[src/rtl/cmdq_pkg.sv]
package cmdq_pkg;
  localparam int ENTRY_BYTES = 32;
  localparam int OFF_W = $clog2(ENTRY_BYTES);

  localparam logic [7:0] OP_MAP_DEV  = 8'h08;
  localparam logic [7:0] OP_MAP_COLL = 8'h09;

  // strobes from control to datapath
  typedef struct packed {
    logic clrRun;
    logic latchOp;
    logic advance;
    logic setStall;
  } strb_t;

  typedef enum logic [2:0] {
    S_IDLE, S_CHECK, S_FETCH, S_CALL, S_WAIT, S_NEXT
  } state_t;
endpackage

[src/rtl/cmdq_dpath.sv]
module cmdq_dpath import cmdq_pkg::*; #(
  parameter int IDX_W = 8
) (
  input  logic                   clk,
  input  logic                   rst_n,
  input  logic                   swEnWr,
  input  logic                   swEnVal,
  input  logic                   swWrPtrWr,
  input  logic [IDX_W-1:0]       swWrPtrVal,
  input  logic                   swRdPtrWr,
  input  logic [IDX_W-1:0]       swRdPtrVal,
  input  logic [IDX_W-1:0]       cfgMaxEntries,
  input  strb_t                  strb,
  input  logic [63:0]            memData,
  output logic                   enable,
  output logic [IDX_W-1:0]       wrIdx,
  output logic [IDX_W-1:0]       rdIdx,
  output logic                   stalled,
  output logic                   runReq,
  output logic                   outOfRange,
  output logic                   qEmpty,
  output logic                   opHandled,
  output logic                   opSel,
  output logic [IDX_W+OFF_W-1:0] entryOff
);
  localparam int ADDR_W = IDX_W + OFF_W;

  logic           enRise;
  logic [IDX_W:0] incIdx;
  logic [IDX_W:0] wrapIdx;

  assign enRise     = swEnWr && swEnVal && !enable;
  assign outOfRange = (wrIdx > cfgMaxEntries) || (rdIdx > cfgMaxEntries);
  assign qEmpty     = (wrIdx == rdIdx);
  assign opHandled  = (memData[7:0] == OP_MAP_DEV) || (memData[7:0] == OP_MAP_COLL);
  assign entryOff   = ADDR_W'({rdIdx, {OFF_W{1'b0}}});

  // modulo increment; a zero ring size parks the index at 0
  always_comb begin
    incIdx = {1'b0, rdIdx} + 1'b1;
    if (cfgMaxEntries == '0)
      wrapIdx = '0;
    else if (incIdx >= {1'b0, cfgMaxEntries})
      wrapIdx = incIdx - {1'b0, cfgMaxEntries};
    else
      wrapIdx = incIdx;
  end

  always_ff @(posedge clk) begin
    if (!rst_n) begin
      enable  <= 1'b0;
      wrIdx   <= '0;
      rdIdx   <= '0;
      stalled <= 1'b0;
      runReq  <= 1'b0;
      opSel   <= 1'b0;
    end else begin
      if (swEnWr) enable <= swEnVal;
      if (swWrPtrWr) wrIdx <= swWrPtrVal;

      if (enRise) begin
        rdIdx <= '0;
      end else if (swRdPtrWr) begin
        rdIdx <= swRdPtrVal;
      end else if (strb.advance) begin
        rdIdx <= wrapIdx[IDX_W-1:0];
      end

      if (enRise || swRdPtrWr) stalled <= 1'b0;
      else if (strb.setStall) stalled <= 1'b1;

      if (enRise || (swWrPtrWr && swWrPtrVal != rdIdx)) runReq <= 1'b1;
      else if (strb.clrRun) runReq <= 1'b0;

      if (strb.latchOp) opSel <= (memData[7:0] == OP_MAP_COLL);
    end
  end


  wrap_range_chk: assert property (@(posedge clk) disable iff (!rst_n)
    strb.advance && cfgMaxEntries != '0 && !enRise && !swRdPtrWr
      |=> rdIdx < $past(cfgMaxEntries));


  stall_sticky_chk: assert property (@(posedge clk) disable iff (!rst_n)
    stalled && !enRise && !swRdPtrWr |=> stalled);


  stall_holds_idx_chk: assert property (@(posedge clk) disable iff (!rst_n)
    strb.setStall && !enRise && !swRdPtrWr |=> $stable(rdIdx));
endmodule

[src/rtl/cmdq_ctrl.sv]
module cmdq_ctrl import cmdq_pkg::*; (
  input  logic  clk,
  input  logic  rst_n,
  input  logic  enable,
  input  logic  stalled,
  input  logic  runReq,
  input  logic  outOfRange,
  input  logic  qEmpty,
  input  logic  opHandled,
  input  logic  memAck,
  input  logic  memErr,
  input  logic  hDone,
  input  logic  hErr,
  output strb_t strb,
  output logic  memReq,
  output logic  hStart,
  output logic  busy
);
  state_t state, nextState;

  always_comb begin
    nextState = state;
    strb      = '0;
    memReq    = 1'b0;
    hStart    = 1'b0;
    unique case (state)
      S_IDLE: if (runReq && enable && !stalled) begin
        strb.clrRun = 1'b1;
        nextState   = S_CHECK;
      end
      S_CHECK: nextState = (!enable || outOfRange || qEmpty) ? S_IDLE : S_FETCH;
      S_FETCH: begin
        memReq = 1'b1;
        if (memAck) begin
          if (memErr) begin
            strb.setStall = 1'b1;
            nextState     = S_IDLE;
          end else begin
            strb.latchOp = 1'b1;
            nextState    = opHandled ? S_CALL : S_NEXT;
          end
        end
      end
      S_CALL: begin
        hStart    = 1'b1;
        nextState = S_WAIT;
      end
      S_WAIT: if (hDone) begin
        if (hErr) begin
          strb.setStall = 1'b1;
          nextState     = S_IDLE;
        end else begin
          nextState = S_NEXT;
        end
      end
      S_NEXT: begin
        strb.advance = 1'b1;
        nextState    = S_CHECK;
      end
      default: nextState = S_IDLE;
    endcase
  end

  always_ff @(posedge clk) begin
    if (!rst_n) state <= S_IDLE;
    else        state <= nextState;
  end

  assign busy = (state != S_IDLE);


  req_hold_chk: assert property (@(posedge clk) disable iff (!rst_n)
    memReq && !memAck |=> memReq);


  start_pulse_chk: assert property (@(posedge clk) disable iff (!rst_n)
    hStart |=> !hStart);


  no_fetch_halted_chk: assert property (@(posedge clk) disable iff (!rst_n)
    memReq |-> !stalled);


  no_fetch_disabled_chk: assert property (@(posedge clk) disable iff (!rst_n)
    $rose(memReq) |-> $past(enable));
endmodule

[src/rtl/cmdq_consumer.sv]
module cmdq_consumer import cmdq_pkg::*; #(
  parameter int IDX_W = 8
) (
  input  logic                   clk,
  input  logic                   rst_n,
  input  logic                   swEnWr,
  input  logic                   swEnVal,
  input  logic                   swWrPtrWr,
  input  logic [IDX_W-1:0]       swWrPtrVal,
  input  logic                   swRdPtrWr,
  input  logic [IDX_W-1:0]       swRdPtrVal,
  input  logic [IDX_W-1:0]       cfgMaxEntries,
  output logic                   enable,
  output logic [IDX_W-1:0]       wrIdx,
  output logic [IDX_W-1:0]       rdIdx,
  output logic                   stalled,
  output logic                   busy,
  output logic                   memReq,
  output logic [IDX_W+OFF_W-1:0] memAddr,
  input  logic                   memAck,
  input  logic                   memErr,
  input  logic [63:0]            memData,
  output logic                   hStart,
  output logic                   hSel,
  output logic [IDX_W+OFF_W-1:0] hOffset,
  input  logic                   hDone,
  input  logic                   hErr
);
  strb_t                  strb;
  logic                   runReq, outOfRange, qEmpty, opHandled;
  logic [IDX_W+OFF_W-1:0] entryOff;

  cmdq_dpath #(.IDX_W(IDX_W)) u_dpath (
    .clk(clk), .rst_n(rst_n),
    .swEnWr(swEnWr), .swEnVal(swEnVal),
    .swWrPtrWr(swWrPtrWr), .swWrPtrVal(swWrPtrVal),
    .swRdPtrWr(swRdPtrWr), .swRdPtrVal(swRdPtrVal),
    .cfgMaxEntries(cfgMaxEntries), .strb(strb), .memData(memData),
    .enable(enable), .wrIdx(wrIdx), .rdIdx(rdIdx), .stalled(stalled),
    .runReq(runReq), .outOfRange(outOfRange), .qEmpty(qEmpty),
    .opHandled(opHandled), .opSel(hSel), .entryOff(entryOff)
  );

  cmdq_ctrl u_ctrl (
    .clk(clk), .rst_n(rst_n),
    .enable(enable), .stalled(stalled), .runReq(runReq),
    .outOfRange(outOfRange), .qEmpty(qEmpty), .opHandled(opHandled),
    .memAck(memAck), .memErr(memErr), .hDone(hDone), .hErr(hErr),
    .strb(strb), .memReq(memReq), .hStart(hStart), .busy(busy)
  );

  assign memAddr = entryOff;
  assign hOffset = entryOff;
endmodule

[config.mk]
export PLATFORM = sky130hd
export DESIGN_NAME = cmdq_consumer
export DESIGN_NICKNAME = d
export VERILOG_FILES = /design/src/rtl/cmdq_pkg.sv /design/src/rtl/cmdq_dpath.sv /design/src/rtl/cmdq_ctrl.sv /design/src/rtl/cmdq_consumer.sv
export SDC_FILE = /design/constraint.sdc
export NUM_CORES = 1
export LEC_CHECK = 0
export BUFFER_PORTS_ARGS = -buffer_cell sky130_fd_sc_hd__buf_2
export CAP_MARGIN = 20
export CORE_MARGIN = 10
export CORE_UTILIZATION = 45
export DETAILED_ROUTE_END_ITERATION = 8
export PLACE_DENSITY = 0.81
export SYNTH_ARGS = -nofsm -noshare
export SYNTH_HDL_FRONTEND = slang
export SYNTH_SLANG_ARGS = --single-unit
[constraint.sdc]
create_clock -name clk -period 3 [get_ports clk]
set_input_delay 0 -clock clk [delete_from_list [all_inputs] [get_ports clk]]
set_output_delay 0 -clock clk [all_outputs]
set_load 0.05 [all_outputs]
==> results.ini <==
[outcome]
status = finished, final reports clean

[clocking]
clock-sinks = 23
clkLatencyLatePin_ns = 0.27
cts_resized = 0
path_clk_slew_ns = 0.09
cts_tree = built
numCtsBuffers = 3
clock_path_buffers = 2
root_buffer = clkbuf_8
cts_setup_buffers = 0
cts_max_level = 1

[synth]
synth_area_um2 = 2580
yosys_register_bits = 23
yosysSeqAreaShare = 0.178
yosysWarnings = 0
synth_edf_count = 0
synth_top_flop_cell = dfxtp_1
ys_top_cells_by_area = dfxtp_1 18%, ha_1 12%, buf_4 7.6%, xor2_1 4.7%, xnor2_1 3.4%
syn_area_per_cell_um2 = 8.31
syn_inst = 311
synth_top_area_frac = 0.178
yosysMostFrequentCell = buf_4
yosys.area.top_type = dfxtp_1
synth_top_cells_by_count = 26 x buf_4, 25 x ha_1, 23 x dfxtp_1, 19 x inv_1
yosys.cell_types.count = 65
async_flop_share = 0

[setup_path]
crit_family = compound AO/OA/AOI/OAI gates
worstSetupEndpointType = register
path_class = reg2reg
cp-start-kind = register
cp_num_buf_inv = 0
crit_arrival_ns = 2.74
crit_required_ns = 3.14
crit_top_cell = ha_1
cpPeakStageDelay_ns = 0.39
crit_chain = ha_1 -> nand3_2 -> nor2_1 -> xor2_1 -> ha_1 -> a21oi_1 -> a21boi_1 -> a211o_1 -> o2111ai_1 -> o221ai_1
critPathMaxFanout = 7
cp_slowest_cell = a211o_1

[cells_and_area]
n_antenna_cell = 0
syn_to_final_growth_pct = 13.9
layout-drive-gt1-share = 0.286
final_util = 0.531
nNetsFinal = 496
fillCellCount = 531

[route]
drtPass1Iterations = 4
drt_iter0_markers = 121
vias = 2464
wl_um = 7230
ant_nets = 0
drc = 0
avgRoutedWirePerCell_um = 16.3
vias_per_cell = 5.56

[sta]
period_share = 0.868
slew_headroom = 0.410
setup_violations = 0
tightest_slew_ns = 0.884
rsz0062_at_grt = no
setup_ws_ns = 0.396
fin_crit_ns = 2.60
hold_viol_final = 0
fmax_ghz = 0.384
setup_tns_ns = 0
skew_ns = 0.00324
slew_violations = 0

[flow_run]
maxCapViolCount = 0

[hold_path]
min_path_type = in2reg

[global_route]
grt_max_degree = 17
antenna_found_initial = 0
overflow = 0
grt_pass1_wl_um = 12100
first_global_vias = 2578
grt_use_total = 0.157

[power_and_ir_drop]
ir_drop_uv = 171
p_leak_nw = 1.41
power.density_nw_per_um2 = 323
power_mw = 0.951

[die]
core_area_um2 = 5540
die_height_um = 95.8
initial_core_util = 0.467
ioPinCount = 146
rows = 27
fp.dieW_um = 95.8
die_area_um2 = 9180

[place]
place_hpwl_um = 6060
gp_congestion = 0.870
post-place-ws_ns = 0.424
port_buffers = 79

## registers in the layout (all words and copies together), names as in the netlist
register         cells
u_dpath.runReq       1
u_dpath.wrIdx        8
u_dpath.enable       1
u_dpath.opSel        1
u_ctrl.state         3
u_dpath.rdIdx        8
u_dpath.stalled      1
## layer usage
layer / up-vias / track usage / wire (um)
met1: 1162 / 0.200 / 3160
li1: 1211 / - / -
met2: 87 / 0.273 / 3470
met3: 4 / 0.0342 / 570
met5: - / 0 / 0
met4: 0 / 0.0184 / 26
## cell usage in the layout (no fill, tap or decap), types with 9 or more instances in the layout
| cell | instances |
|---|---|
| o21ai_0 | 9 |
| nand2_1 | 15 |
| dfxtp_1 | 23 |
| ha_1 | 25 |
| xnor2_1 | 10 |
| conb_1 | 10 |
| nor2b_1 | 13 |
| o211ai_1 | 10 |
| inv_1 | 19 |
| nor2_1 | 12 |
| buf_2 | 79 |
| xor2_1 | 14 |
| a21oi_1 | 15 |
## kinds of logic after synthesis
kind of cell,count (synthesis),synth area share
AOI/OAI and AO/OA,77,0.235
xor gates and xnor gates,24,0.0813
adders and majority gates,26,0.129
buffers and inverters,58,0.129
DFF,23,0.178
muxes,8,0.0310
other,1,0.00145
and+or+nand+nor,94,0.216
## final timing paths
kind               startpoint                to  slack, ns  cells past startpoint
min             swWrPtrVal[5]  u_dpath.wrIdx[5]      0.009                      3
min reg2reg     u_dpath.opSel     u_dpath.opSel       0.48                      2
max          u_dpath.rdIdx[0]  u_dpath.rdIdx[3]       0.40                     10
max reg2reg  u_dpath.rdIdx[0]  u_dpath.rdIdx[3]       0.40                     10
## repair_timing
item / CTS / global route
hold buffers: 1 / 0
hold endpoints to repair: 1 / 0
endpoints found under the setup margin: 0 / 0
## area by class of cell
cell class	count	area, um2	share of cell area
sequential	23	460	0.156
timing repair buffer	86	450	0.153
clock buffer	3	41.3	0.0140
multi-input combinational	239	1830	0.620
inverter	19	71.3	0.0242
clock inverter	1	5.00	0.00170
tap	72	90.1	0.0306
## power by group
| part | internal [mW] | switching (mW) |
|---|---|---|
| registers | 0.319 | 0.0219 |
| logic | 0.138 | 0.267 |
| clock network | 0.0931 | 0.112 |
## worst reg2reg max path: stages, from the launching register on
cell       delay (ns)
dfxtp_1          0.35
ha_1             0.21
nand3_2          0.13
nor2_1           0.14
xor2_1           0.23
ha_1             0.34
a21oi_1          0.15
a21boi_1         0.12
a211o_1          0.39
o2111ai_1        0.26
o221ai_1         0.14
## per-stage QoR
step           std cells  hold slack [ns]  cell area [um2]
3_5_place_dp         438            0.271             2890
2_1_floorplan        320            0.128             2620
5_1_grt              443           0.0191             2940
6_report             443          0.00909             2940
4_1_cts              443          0.00688             2940
3_3_place_gp         438            0.263             2890
(Power assumes the default switching activity.)
